File: src/rtl/fdc_pkg.sv
package fdc_pkg;
   typedef enum logic {
      LOOP_ARMING   = 1'b0,
      LOOP_TRACKING = 1'b1
   } loop_state_e;

   localparam int unsigned FDC_GAIN_SEL_W = 3;
endpackage

File: src/rtl/fdc_sample_cond.sv
module fdc_sample_cond #(
   parameter int unsigned ADC_W    = 12,
   parameter int unsigned PH_W     = 16,
   parameter int unsigned PRESCALE = 4
) (
   input  logic [ADC_W-1:0] raw,
   output logic [PH_W-1:0]  scaled
);
   localparam int unsigned EXT_W = PH_W - ADC_W - PRESCALE;

   if (ADC_W + PRESCALE > PH_W) begin : g_bad_width
      $error("fdc_sample_cond: ADC_W + PRESCALE exceeds PH_W");
   end

   if (EXT_W == 0) begin : g_no_ext
      if (PRESCALE == 0) begin : g_plain
         assign scaled = raw;
      end else begin : g_shift
         assign scaled = {raw, {PRESCALE{1'b0}}};
      end
   end else begin : g_ext
      if (PRESCALE == 0) begin : g_plain
         assign scaled = {{EXT_W{raw[ADC_W-1]}}, raw};
      end else begin : g_shift
         assign scaled = {{EXT_W{raw[ADC_W-1]}}, raw, {PRESCALE{1'b0}}};
      end
   end
endmodule

File: src/rtl/fdc_drift_est.sv
module fdc_drift_est #(
   parameter int unsigned PH_W = 16
) (
   input  logic [PH_W-1:0]        meas,
   input  logic [PH_W-1:0]        base,
   input  logic [PH_W-1:0]        offset,
   output logic signed [PH_W-1:0] diff
);
   logic signed [PH_W-1:0] round_trip;
   logic signed [PH_W-1:0] one_way;
   logic signed [PH_W-1:0] target;

   if (PH_W < 4) begin : g_bad_width
      $error("fdc_drift_est: PH_W too small");
   end

   always_comb begin
      round_trip = $signed(meas - base - offset);
      one_way    = round_trip >>> 1;
      target     = -one_way;
      diff       = target - $signed(offset);
   end
endmodule

File: src/rtl/fdc_integrator.sv
module fdc_integrator #(
   parameter int unsigned PH_W   = 16,
   parameter int unsigned GSEL_W = 3,
   parameter bit          ROUND  = 1'b0
) (
   input  logic                   clk,
   input  logic                   rst_n,
   input  logic                   load_zero,
   input  logic                   step_en,
   input  logic [GSEL_W-1:0]      gain_sel,
   input  logic signed [PH_W-1:0] diff,
   output logic [PH_W-1:0]        offset
);
   localparam int unsigned SH_W = GSEL_W + 1;

   logic [SH_W-1:0]        shamt;
   logic signed [PH_W-1:0] step;

   if ((1 << GSEL_W) > PH_W) begin : g_bad_gain
      $error("fdc_integrator: gain range exceeds word width");
   end

   assign shamt = {1'b0, gain_sel} + SH_W'(1);

   if (ROUND) begin : g_round
      logic signed [PH_W:0] wide;
      logic signed [PH_W:0] biased;
      logic signed [PH_W:0] shifted;
      always_comb begin
         wide    = {diff[PH_W-1], diff};
         biased  = wide + ((PH_W+1)'(1) << gain_sel);
         shifted = biased >>> shamt;
         step    = shifted[PH_W-1:0];
      end
   end else begin : g_floor
      assign step = diff >>> shamt;
   end

   always_ff @(posedge clk) begin
      if (!rst_n) begin
         offset <= '0;
      end else if (load_zero) begin
         offset <= '0;
      end else if (step_en) begin
         offset <= offset + step;
      end
   end

   assert_zero_on_load_R3: assert property (@(posedge clk) disable iff (!rst_n)
      load_zero |=> offset == '0);
   assert_hold_idle_R10: assert property (@(posedge clk) disable iff (!rst_n)
      !(load_zero || step_en) |=> $stable(offset));
endmodule

File: src/rtl/fdc_lock_detect.sv
module fdc_lock_detect #(
   parameter int unsigned PH_W     = 16,
   parameter int unsigned LOCK_RUN = 16
) (
   input  logic                   clk,
   input  logic                   rst_n,
   input  logic                   clr,
   input  logic                   valid,
   input  logic signed [PH_W-1:0] diff,
   input  logic [PH_W-1:0]        thresh,
   output logic                   locked
);
   localparam int unsigned CNT_W = $clog2(LOCK_RUN + 1);

   logic [CNT_W-1:0]     run_cnt;
   logic signed [PH_W:0] dx;
   logic signed [PH_W:0] mag;
   logic                 below;

   if (LOCK_RUN < 2) begin : g_bad_run
      $error("fdc_lock_detect: LOCK_RUN must be at least 2");
   end

   always_comb begin
      dx    = {diff[PH_W-1], diff};
      mag   = dx[PH_W] ? -dx : dx;
      below = $unsigned(mag) < {1'b0, thresh};
   end

   always_ff @(posedge clk) begin
      if (!rst_n || clr) begin
         run_cnt <= '0;
         locked  <= 1'b0;
      end else if (valid) begin
         if (below) begin
            if (run_cnt != CNT_W'(LOCK_RUN)) begin
               run_cnt <= run_cnt + CNT_W'(1);
            end
            locked <= (run_cnt >= CNT_W'(LOCK_RUN - 1));
         end else begin
            run_cnt <= '0;
            locked  <= 1'b0;
         end
      end
   end

   assert_drop_on_excess_R8: assert property (@(posedge clk) disable iff (!rst_n)
      (valid && !clr && !below) |=> !locked);
   assert_rise_needs_sample_R7: assert property (@(posedge clk) disable iff (!rst_n)
      $rose(locked) |-> $past(valid && below && !clr));
endmodule

File: src/rtl/fiber_drift_comp.sv
module fiber_drift_comp #(
   parameter int unsigned ADC_W    = 12,
   parameter int unsigned PH_W     = 16,
   parameter int unsigned PRESCALE = 4,
   parameter int unsigned LOCK_RUN = 16,
   parameter bit          ROUND    = 1'b0
) (
   input  logic             clk,
   input  logic             rst_n,
   input  logic             enable,
   input  logic [2:0]       gain_sel,
   input  logic [PH_W-1:0]  lock_thresh,
   input  logic             sample_valid,
   input  logic [ADC_W-1:0] sample,
   output logic [PH_W-1:0]  phase_word,
   output logic             locked
);
   import fdc_pkg::*;

   loop_state_e            state;
   logic [PH_W-1:0]        meas;
   logic [PH_W-1:0]        base;
   logic signed [PH_W-1:0] diff;
   logic                   capture;
   logic                   track;

   assign capture = enable && sample_valid && (state == LOOP_ARMING);
   assign track   = enable && sample_valid && (state == LOOP_TRACKING);

   fdc_sample_cond #(
      .ADC_W(ADC_W), .PH_W(PH_W), .PRESCALE(PRESCALE)
   ) i_cond (
      .raw(sample), .scaled(meas)
   );

   always_ff @(posedge clk) begin
      if (!rst_n) begin
         state <= LOOP_ARMING;
         base  <= '0;
      end else if (!enable) begin
         state <= LOOP_ARMING;
      end else if (capture) begin
         state <= LOOP_TRACKING;
         base  <= meas;
      end
   end

   fdc_drift_est #(.PH_W(PH_W)) i_est (
      .meas(meas), .base(base), .offset(phase_word), .diff(diff)
   );

   fdc_integrator #(
      .PH_W(PH_W), .GSEL_W(FDC_GAIN_SEL_W), .ROUND(ROUND)
   ) i_integ (
      .clk(clk), .rst_n(rst_n), .load_zero(capture), .step_en(track),
      .gain_sel(gain_sel), .diff(diff), .offset(phase_word)
   );

   fdc_lock_detect #(.PH_W(PH_W), .LOCK_RUN(LOCK_RUN)) i_lock (
      .clk(clk), .rst_n(rst_n), .clr(!enable || capture), .valid(track),
      .diff(diff), .thresh(lock_thresh), .locked(locked)
   );

   assert_hold_when_off_R9: assert property (@(posedge clk) disable iff (!rst_n)
      !enable |=> $stable(phase_word));
   assert_unlocked_when_off_R9: assert property (@(posedge clk) disable iff (!rst_n)
      !enable |=> !locked);
   assert_baseline_unlocks_R3: assert property (@(posedge clk) disable iff (!rst_n)
      capture |=> (phase_word == '0) && !locked);
endmodule

File: config.mk
export PLATFORM = sky130hd
export DESIGN_NAME = fiber_drift_comp
export DESIGN_NICKNAME = d
export VERILOG_FILES = /design/src/rtl/fdc_pkg.sv /design/src/rtl/fdc_sample_cond.sv /design/src/rtl/fdc_drift_est.sv /design/src/rtl/fdc_integrator.sv /design/src/rtl/fdc_lock_detect.sv /design/src/rtl/fiber_drift_comp.sv
export SDC_FILE = /design/constraint.sdc
export NUM_CORES = 1
export LEC_CHECK = 0
export ABC_AREA = 1
export ABC_CLOCK_PERIOD_IN_PS = 6100
export BUFFER_PORTS_ARGS = -buffer_cell sky130_fd_sc_hd__clkbuf_2
export CAP_MARGIN = 20
export CORE_AREA = 3 3 121 94
export CTS_BUF_LIST = sky130_fd_sc_hd__clkbuf_4 sky130_fd_sc_hd__clkbuf_8
export DETAILED_ROUTE_END_ITERATION = 8
export DIE_AREA = 0 0 124 97
export PLACE_DENSITY = 0.75
export SLEW_MARGIN = 20
export SYNTH_ARGS = -nofsm -noshare
export SYNTH_HDL_FRONTEND = slang
export SYNTH_SLANG_ARGS = --single-unit
File: constraint.sdc
create_clock -name clk -period 6.1 [get_ports clk]
set_input_delay 0.61 -clock clk [delete_from_list [all_inputs] [get_ports clk]]
set_output_delay 0.61 -clock clk [all_outputs]
set_load 0.005 [all_outputs]
Word-level counts from Yosys, hierarchy flattened
Index checks and enable logic that the tools add are counted.
- flip-flop bits (word level): 35
- input bits: 35
- word-level logic and storage cells: 35
- $add $sub $neg: 8
- magnitude comparators: 2
- equality and inequality tests: 2
- shifts and indexed selects: 1
- mux-type cells: 4
- bitwise operators: 2
- reductions and logical operators: 11
- operators with widths (operator ; number):
    $sub 16x16->16 ; 3
    $lt 17x16->1 ; 1
    $mux 17 ; 1
    $neg 16->17 ; 1
    $add 16x16->16 ; 1
    $neg 15->16 ; 1
    $sshr 16x4->16 ; 1
    $mux 5 ; 2
    $reduce_and 2->1 ; 3
    $add 5x1->5 const B ; 1
    $ge 5x4->1 const B ; 1
    $ne 5x5->1 const B ; 1
    $add 3x1->4 const B ; 1
    $logic_and 1x1->1 ; 3
    $logic_not 1->1 ; 2
    $logic_or 1x1->1 ; 2
    $ne 2x2->1 const B ; 1
    $not 1->1 ; 2
    $reduce_or 2->1 ; 1
    $mux 1 ; 1

Longest topological paths before layout
Gate-level depths: netlist of run 1.
- depth in word-level cells: 9
- gate-level depth with buffers: 44
- mapped depth without buffers: 44

Cells and area by module
A second synthesis of run 1 with hierarchy kept.
- cell total of the unflattened synthesis: 1029
- area, all modules: 6439.9 µm²
- by module, submodules not included (module ; instances ; cells an instance ; area each (µm²) ; sequential area each (µm²)):
    fdc_integrator ; 1 ; 411 ; 2224.6 ; 320.3
    fdc_drift_est ; 1 ; 291 ; 2129.5 ; 0.0
    fdc_lock_detect ; 1 ; 200 ; 1238.7 ; 120.1
    fiber_drift_comp ; 1 ; 110 ; 723.2 ; 340.3
    fdc_sample_cond ; 1 ; 17 ; 123.9 ; 0.0

Worst setup path after synthesis of run 1
No wires, ideal clock.
- path kind: input to register
- from: input sample[2]
- to: register i_integ.offset[12]
- data arrival time: 5.870 ns
- required time: 5.991 ns
- slack: 0.121 ns
- stages: 39
- cell sequence: fa_1 -> ha_1 -> nand2_1 -> inv_2 -> nand3_1 -> nand3_2 -> a31oi_1 -> o21ai_0 -> a31oi_1 -> xor2_1 -> ha_1 -> ha_1 -> a21oi_1 -> a21boi_0 -> nand3_2 -> nand2_1 -> nand2_2 -> inv_1 -> [... 3 more ...] -> nand2_1 -> nand2_1 -> nand3_1 -> nand2_1 -> inv_1 -> ha_1 -> inv_1 -> fa_1 -> o21ai_1 -> nand2_1 -> nand2_1 -> a21oi_1 -> o21ai_0 -> a21boi_1 -> o211ai_1 -> nand3_1 -> nand2_1 -> inv_1
- longest elaborated chain between the ends: 6
- ends and longest elaborated chain (item ; RTL line ; RTL):
    from (decl) ; fiber_drift_comp.sv:14 ; input logic [ADC_W-1:0] sample,
    $sub 16x16->16 (2 in series) ; fdc_drift_est.sv:18 ; round_trip = $signed(meas - base - offset);
    $neg 15->16 ; fdc_drift_est.sv:20 ; target = -one_way;
    $sub 16x16->16 ; fdc_drift_est.sv:21 ; diff = target - $signed(offset);
    $sshr 16x4->16 ; fdc_integrator.sv:36 ; assign step = diff >>> shamt;
    $add 16x16->16 ; fdc_integrator.sv:45 ; offset <= offset + step;
    to (signal assigned) ; fdc_integrator.sv:45 ;
    to (decl) ; fdc_integrator.sv:12 ; output logic [PH_W-1:0] offset
Every way passes these cells.
A chain may end at the register's enable or synchronous reset.

Worst setup path after layout of run 1
- from: input sample[0]
- to: register i_integ.offset[13]
Same word-level chain as after synthesis.

==> results of run 1 <==
==> routing by layer <==
layer | vias up | GRT usage [%] | wire, um
met1 | 2622 | 39.5 | 7230
met4 | 0 | 3.28 | 157
li1 | 2927 | - | -
met5 | - | 0 | 0
met3 | 14 | 4.79 | 1530
met2 | 199 | 33.8 | 6290
==> power by group <==
group	internal [uW]	leakage (uW)	total [uW]	switching [uW]
Clock	122	0.0000581	224	102
Sequential	236	0.000286	239	3.34
Combinational	1370	0.00313	3280	1900
Total	1730	0.00347	3740	2010
==> cell families (layout without fill, tap and decap cells) <==
kind of cell | after synthesis | count (layout) | synth area share [%]
DFF | 35 | 35 | 12.8
and+or+nand+nor | 322 | 322 | 26.9
buffers and inverters | 159 | 268 | 11.1
muxes | 1 | 1 | 0.183
AOI/OAI and AO/OA | 172 | 172 | 17.6
adders and majority gates | 92 | 92 | 22.8
xor gates and xnor gates | 48 | 48 | 8.59
==> metrics by stage <==
step	total power, uW	hold WS [ps]	utilization [%]	TNS [ps]	area [sq um]
global placement	3210	460	61.4	-205	6290
global route	4130	501	65.4	-412	6710
finish	3740	474	65.4	0	6710
floorplan	2370	446	-	0	5470
CTS	3480	476	62.5	0	6400
detailed placement	3240	464	61.4	-1480	6290
==> worst paths after layout <==
path                            cells after the start                               to
worst max-delay path                               41  i_integ.offset[13]$_SDFFE_PP0P_
worst max register to register                     32   i_lock.run_cnt[2]$_SDFFE_PP0P_
worst min register to register                      2             base[6]$_SDFFE_PN0P_
worst min-delay path                                2             base[6]$_SDFFE_PN0P_
==> worst max-delay path, delay by kind of cell <==
family | cells | cell delay (ps)
AO/OA/AOI/OAI | 9 | 1300
XOR/XNOR | 1 | 140
buffers and inverters | 6 | 460
adder cells (fa/ha/maj) | 5 | 1680
AND/OR/NAND/NOR | 20 | 1790
==> cell type report <==
| type | count | area [sq um] |
|---|---|---|
| multi-input cells | 635 | 4420 |
| fillers | 931 | 3540 |
| repair buffers | 117 | 754 |
| flip-flops and latches | 35 | 704 |
| inverters | 143 | 542 |
| well taps | 136 | 170 |
| clock buffers | 5 | 68.8 |
| clock inverters | 3 | 43.8 |
==> what timing repair did <==
item                                    4_1_cts  5_1_grt
resized for setup                             2       68
pin swaps                                     0       36
hold buffers                                  0        0
endpoints found under the setup margin        2       17
setup buffers                                 0        4
==> layout by cell type (no fill, tap or decap), types with 3 or more instances in the layout <==
master and count:
dfxtp_2 3, inv_2 13, buf_4 65, nand3_2 10, fa_1 12, a21oi_2 7, or2_1 3, o21ai_1 11
nand2_2 11, dfxtp_1 32, o211ai_1 6, nand2_1 172, xor2_1 24, a21boi_2 4, nand3_4 4, ha_1 70
o21ai_0 47, inv_1 129, nor2_1 38, xnor2_1 19, clkbuf_8 5, nand2_4 3, a21oi_1 71, nor3_1 7
nor3_2 3, nor2_2 7, ha_4 7, nand3_1 49, o21ai_2 5, nand4_1 5, a21o_1 5, clkbuf_2 51
==> sequential cells by signal, summed over array words and instances, names as in the netlist <==
name and cells:
base 12, i_lock.locked 1, state 1, i_lock.run_cnt 5, i_integ.offset 16
==> results.sh, run 1 <==
export IMPL_synthArstFlopShare_pct=0
export IMPL_final_nets=1064
export IMPL_coreArea_sq_mm=0.0102
export IMPL_antenna_found_initial=0
export IMPL_setup_worst_path_start="sample[0]"
export IMPL_clock_path_buffers=2
export IMPL_cts_buffers=5
export IMPL_gp_congestion=0.923
export IMPL_clock_skew_ps=11.5
export IMPL_max_stage_delay_ps=600
export IMPL_synth_top_area_share_pct=18.1
export IMPL_synthToLayoutAreaGrowth_pct=22.7
export IMPL_die_height_um=97
export IMPL_htreeDepth=2
export IMPL_finalWirelength_um=15200
export IMPL_grt_pass1_wl_um=23900
export IMPL_grt_pass1_vias=5051
export IMPL_diodes=0
export IMPL_cts_root_buf="clkbuf_8"
export IMPL_rsz0062_at_grt="true"
export IMPL_cts_tree="built"
export IMPL_clock_sinks=35
export IMPL_insertion_delay_ps=310
export IMPL_cellLeakagePower_uw=0.00347
export IMPL_criticalPathCategory="in2reg"
export IMPL_placedCellCount=1062
export IMPL_grt_max_degree=26
export IMPL_max_cap_viol_count=0
export IMPL_port_buffers=51
export IMPL_grt_ovfl_total=0
export IMPL_critPathArrivalTime_ps=5990
export IMPL_drc=0
export IMPL_power_density_mw_per_mm2=558
export IMPL_syn_nets=956
export IMPL_die_x_um=124
export IMPL_r2r_slack_ps=330
export IMPL_worstPathRequired_ps=6310
export IMPL_layout_cells_non_filler=1074
export IMPL_ir_drop_uv=310
export IMPL_dp_slack_ps=-256
export IMPL_routedWlPerCell_um=14.2
export IMPL_drtIter0Drc=477
export IMPL_ant_nets=0
export IMPL_start_util_pct=53.3
export IMPL_synth_cell_types=51
export IMPL_start_kind="input pin"
export IMPL_yosysWarnings=0
export IMPL_gr_usage_all_layers_pct=24.5
export IMPL_end_kind="register"
export IMPL_critPathSlowestCell="fa_1"
export IMPL_path_clk_slew_ps=80
export IMPL_die_area_sq_mm=0.0120
export IMPL_dp_hpwl_um=12100
export IMPL_worstPathMaxFanout=4
export IMPL_rows=32
export IMPL_finalCritPeriodShare_pct=94.9
export IMPL_worstMarginPinSlew_ps=769
export IMPL_outcome="completed"
export IMPL_via_count=5762
export IMPL_final_max_slew_viol_count=0
export IMPL_ys_seq_area_share_pct=12.8
export IMPL_yosys_area_top_type="ha_1"
export IMPL_worstHoldPathType="reg2reg"
export IMPL_synth_cells=829
export IMPL_r2r_start="i_integ.offset[8]$_SDFFE_PP0P_"
export IMPL_fmax_mhz=173
export IMPL_hold_violations=0
export IMPL_via_per_inst=5.36
export IMPL_avgSynthCellArea_sq_um=6.59
export IMPL_maxSlewHeadroom_pct=48.6
export IMPL_synth_edf_count=0
export IMPL_first_pass_iters=5
export IMPL_ys_flop_type="dfxtp_1"
export IMPL_synth_area_leaders="ha_1 18%, dfxtp_1 13%, nand2_1 12%"
export IMPL_synth_seq_cells=35
export IMPL_synth_most_common_cell="nand2_1"
export IMPL_drive_gt1_share_pct=23.7
export IMPL_crit_path_frequent_cell="nand2_1"
export IMPL_fin_ws_ps=314
export IMPL_io_pins=52
export IMPL_min_period_ps=5790
export IMPL_netlist_top_cells_count="179 x nand2_1, 136 x inv_1, 79 x ha_1"
export IMPL_syn_area_sq_mm=0.00547
export IMPL_setup_viol=0
export IMPL_hp_start="base[6]$_SDFFE_PN0P_"
Power figures use the tool's default switching activity.
==> run 2: changes to the inputs <==
PLACE_DENSITY = 0.87   (was 0.75)
SLEW_MARGIN = default   (was 20)
==> run 2 against run 1 <==
Net effect: routed wire length is 4.6% higher; clock power is essentially flat; highest routed layer unchanged; register-to-register slack worse by 220 ps; utilization fell by 0.79 points; worst hold slack worse by 1.5 ps; final area shrank 1.2%; sequential power barely moved; clock skew shrank 0.96 ps; fmax down 3.5%.
==> results.sh, run 2 (same netlist as run 1, synthesis figures left out) <==
export IMPL_io_pins=52
export IMPL_setup_viol=0
export IMPL_drive_gt1_share_pct=22.0
export IMPL_largest_registers="i_integ.offset: 16 flops, base: 12 flops, i_lock.run_cnt: 5 flops"
export IMPL_crit_path_frequent_cell="nand2_1"
export IMPL_end_kind="register"
export IMPL_grt_ovfl_total=0
export IMPL_min_period_ps=6000
export IMPL_timing_critical_path_buf_inv=6
export IMPL_fmax_mhz=167
export IMPL_worstMarginPinSlew_ps=717
export IMPL_cellLeakagePower_uw=0.00344
export IMPL_gr_usage_all_layers_pct=25.4
export IMPL_ir_drop_uv=267
export IMPL_dp_hpwl_um=12300
export IMPL_worstHoldPathType="reg2reg"
export IMPL_cts_buffers=5
export IMPL_coreArea_sq_mm=0.0102
export IMPL_dp_slack_ps=-336
export IMPL_path_clk_slew_ps=90
export IMPL_clock_sinks=35
export IMPL_final_common_cell="nand2_1"
export IMPL_antenna_found_initial=0
export IMPL_criticalPathCategory="in2reg"
export IMPL_final_cell_mix="176 x nand2_1, 130 x inv_1, 71 x ha_1"
export IMPL_cts_root_buf="clkbuf_8"
export IMPL_gp_congestion=0.985
export IMPL_final_nets=1058
export IMPL_outcome="completed"
export IMPL_worstPathRequired_ps=6310
export IMPL_ant_nets=0
export IMPL_rows=32
export IMPL_diodes=0
export IMPL_final_util_pct=64.6
export IMPL_clock_path_buffers=2
export IMPL_max_stage_delay_ps=580
export IMPL_synthToLayoutAreaGrowth_pct=21.2
export IMPL_final_max_slew_viol_count=0
export IMPL_setup_tns_ps=0
export IMPL_start_kind="input pin"
export IMPL_worstPathMaxFanout=4
export IMPL_die_height_um=97
export IMPL_hold_violations=0
export IMPL_finalCritPeriodShare_pct=98.3
export IMPL_fill_cells=911
export IMPL_die_x_um=124
export IMPL_largest_reg_flops=16
export IMPL_grt_pass1_vias=5274
export IMPL_path_delay_family="compound AO/OA/AOI/OAI gates"
export IMPL_die_area_sq_mm=0.0120
export IMPL_power_density_mw_per_mm2=562
export IMPL_holdBufCountCts=0
export IMPL_cts_tree="built"
export IMPL_start_util_pct=53.3
export IMPL_via_count=5862
export IMPL_drc=0
export IMPL_insertion_delay_ps=310
export IMPL_critPathSlowestCell="fa_1"
export IMPL_finalWirelength_um=15900
export IMPL_htreeDepth=2
export IMPL_critPathArrivalTime_ps=6210
export IMPL_grt_pass1_wl_um=24700
export IMPL_max_flop_register="i_integ.offset"
export IMPL_port_buffers=51
export IMPL_fin_ws_ps=102
export IMPL_via_per_inst=5.49
export IMPL_routedWlPerCell_um=14.9
export IMPL_max_cap_viol_count=0
export IMPL_first_pass_iters=5
export IMPL_layout_cells_non_filler=1068
export IMPL_drtIter0Drc=547
export IMPL_placedCellCount=1052
export IMPL_clock_skew_ps=10.6
export IMPL_maxSlewHeadroom_pct=52.1
export IMPL_grt_max_degree=26
-- run 2: cell types whose count changed in the layout (fill, tap and decap cells not counted), moves of 3 or more --
cell     before  now
nor2_2        7    4
nand3_1      49   54
nand2_1     172  176
nand2_2      11    7
inv_2        13   10
nor2_1       38   41
nand3_2      10    6
buf_4        65   60
-- run 2: path summary, 6_finish.rpt --
check,start,end,slack [ps],depth (start not counted)
hold reg to reg,state$_SDFFE_PN0P_,state$_SDFFE_PN0P_,470,2
setup reg to reg,i_integ.offset[4]$_SDFFE_PP0P_,i_integ.offset[14]$_SDFFE_PP0P_,110,36
setup / recovery,sample[0],i_integ.offset[14]$_SDFFE_PP0P_,100,36
hold / removal,state$_SDFFE_PN0P_,state$_SDFFE_PN0P_,470,2
-- run 2: area by class of cell --
| type | count | area [sq um] | area share (%) |
|---|---|---|---|
| flip-flops and latches | 35 | 708 | 10.7 |
| inverters | 143 | 549 | 8.29 |
| clock buffers | 5 | 68.8 | 1.04 |
| repair buffers | 111 | 706 | 10.7 |
| clock inverters | 3 | 43.8 | 0.661 |
| well taps | 136 | 170 | 2.57 |
| multi-input cells | 635 | 4380 | 66.1 |
-- run 2: tightest hold or removal path, delay by kind of cell (launching register included) --
family                 cells  cell delay (ps)
DFF                        1              310
buffers and inverters      1               60
AOI/OAI and AO/OA          1               60
-- run 2: repair_timing --
action                     CTS  global route
setup endpoints to repair   10            19
setup buffers                0             8
gates resized for setup      5            56
pin swaps                    0            21
-- run 2: stage by stage --
stage / hold WS (ps) / total power (uW) / cell area, sq um
2_1_floorplan: 446 / 2370 / 5470
3_3_place_gp: 459 / 3090 / 6210
3_5_place_dp: 463 / 3170 / 6210
4_1_cts: 475 / 3420 / 6330
5_1_grt: 495 / 4110 / 6630
6_report: 473 / 3720 / 6630
-- run 2: report_power, final --
group	internal, uW	switching (uW)	total, uW
Sequential	235	3.68	239
Combinational	1330	1930	3260
Clock	122	105	227
Total	1690	2040	3720
-- run 2: routing by layer --
layer	wire length (um)	vias up	part of all wire, %	global-route usage, %
met2	7050	256	44	37.7
met4	309	0	1.9	4.88
met5	0	-	0	0
met3	1590	31	10	5.32
li1	-	2918	-	-
met1	6950	2657	44	37.8
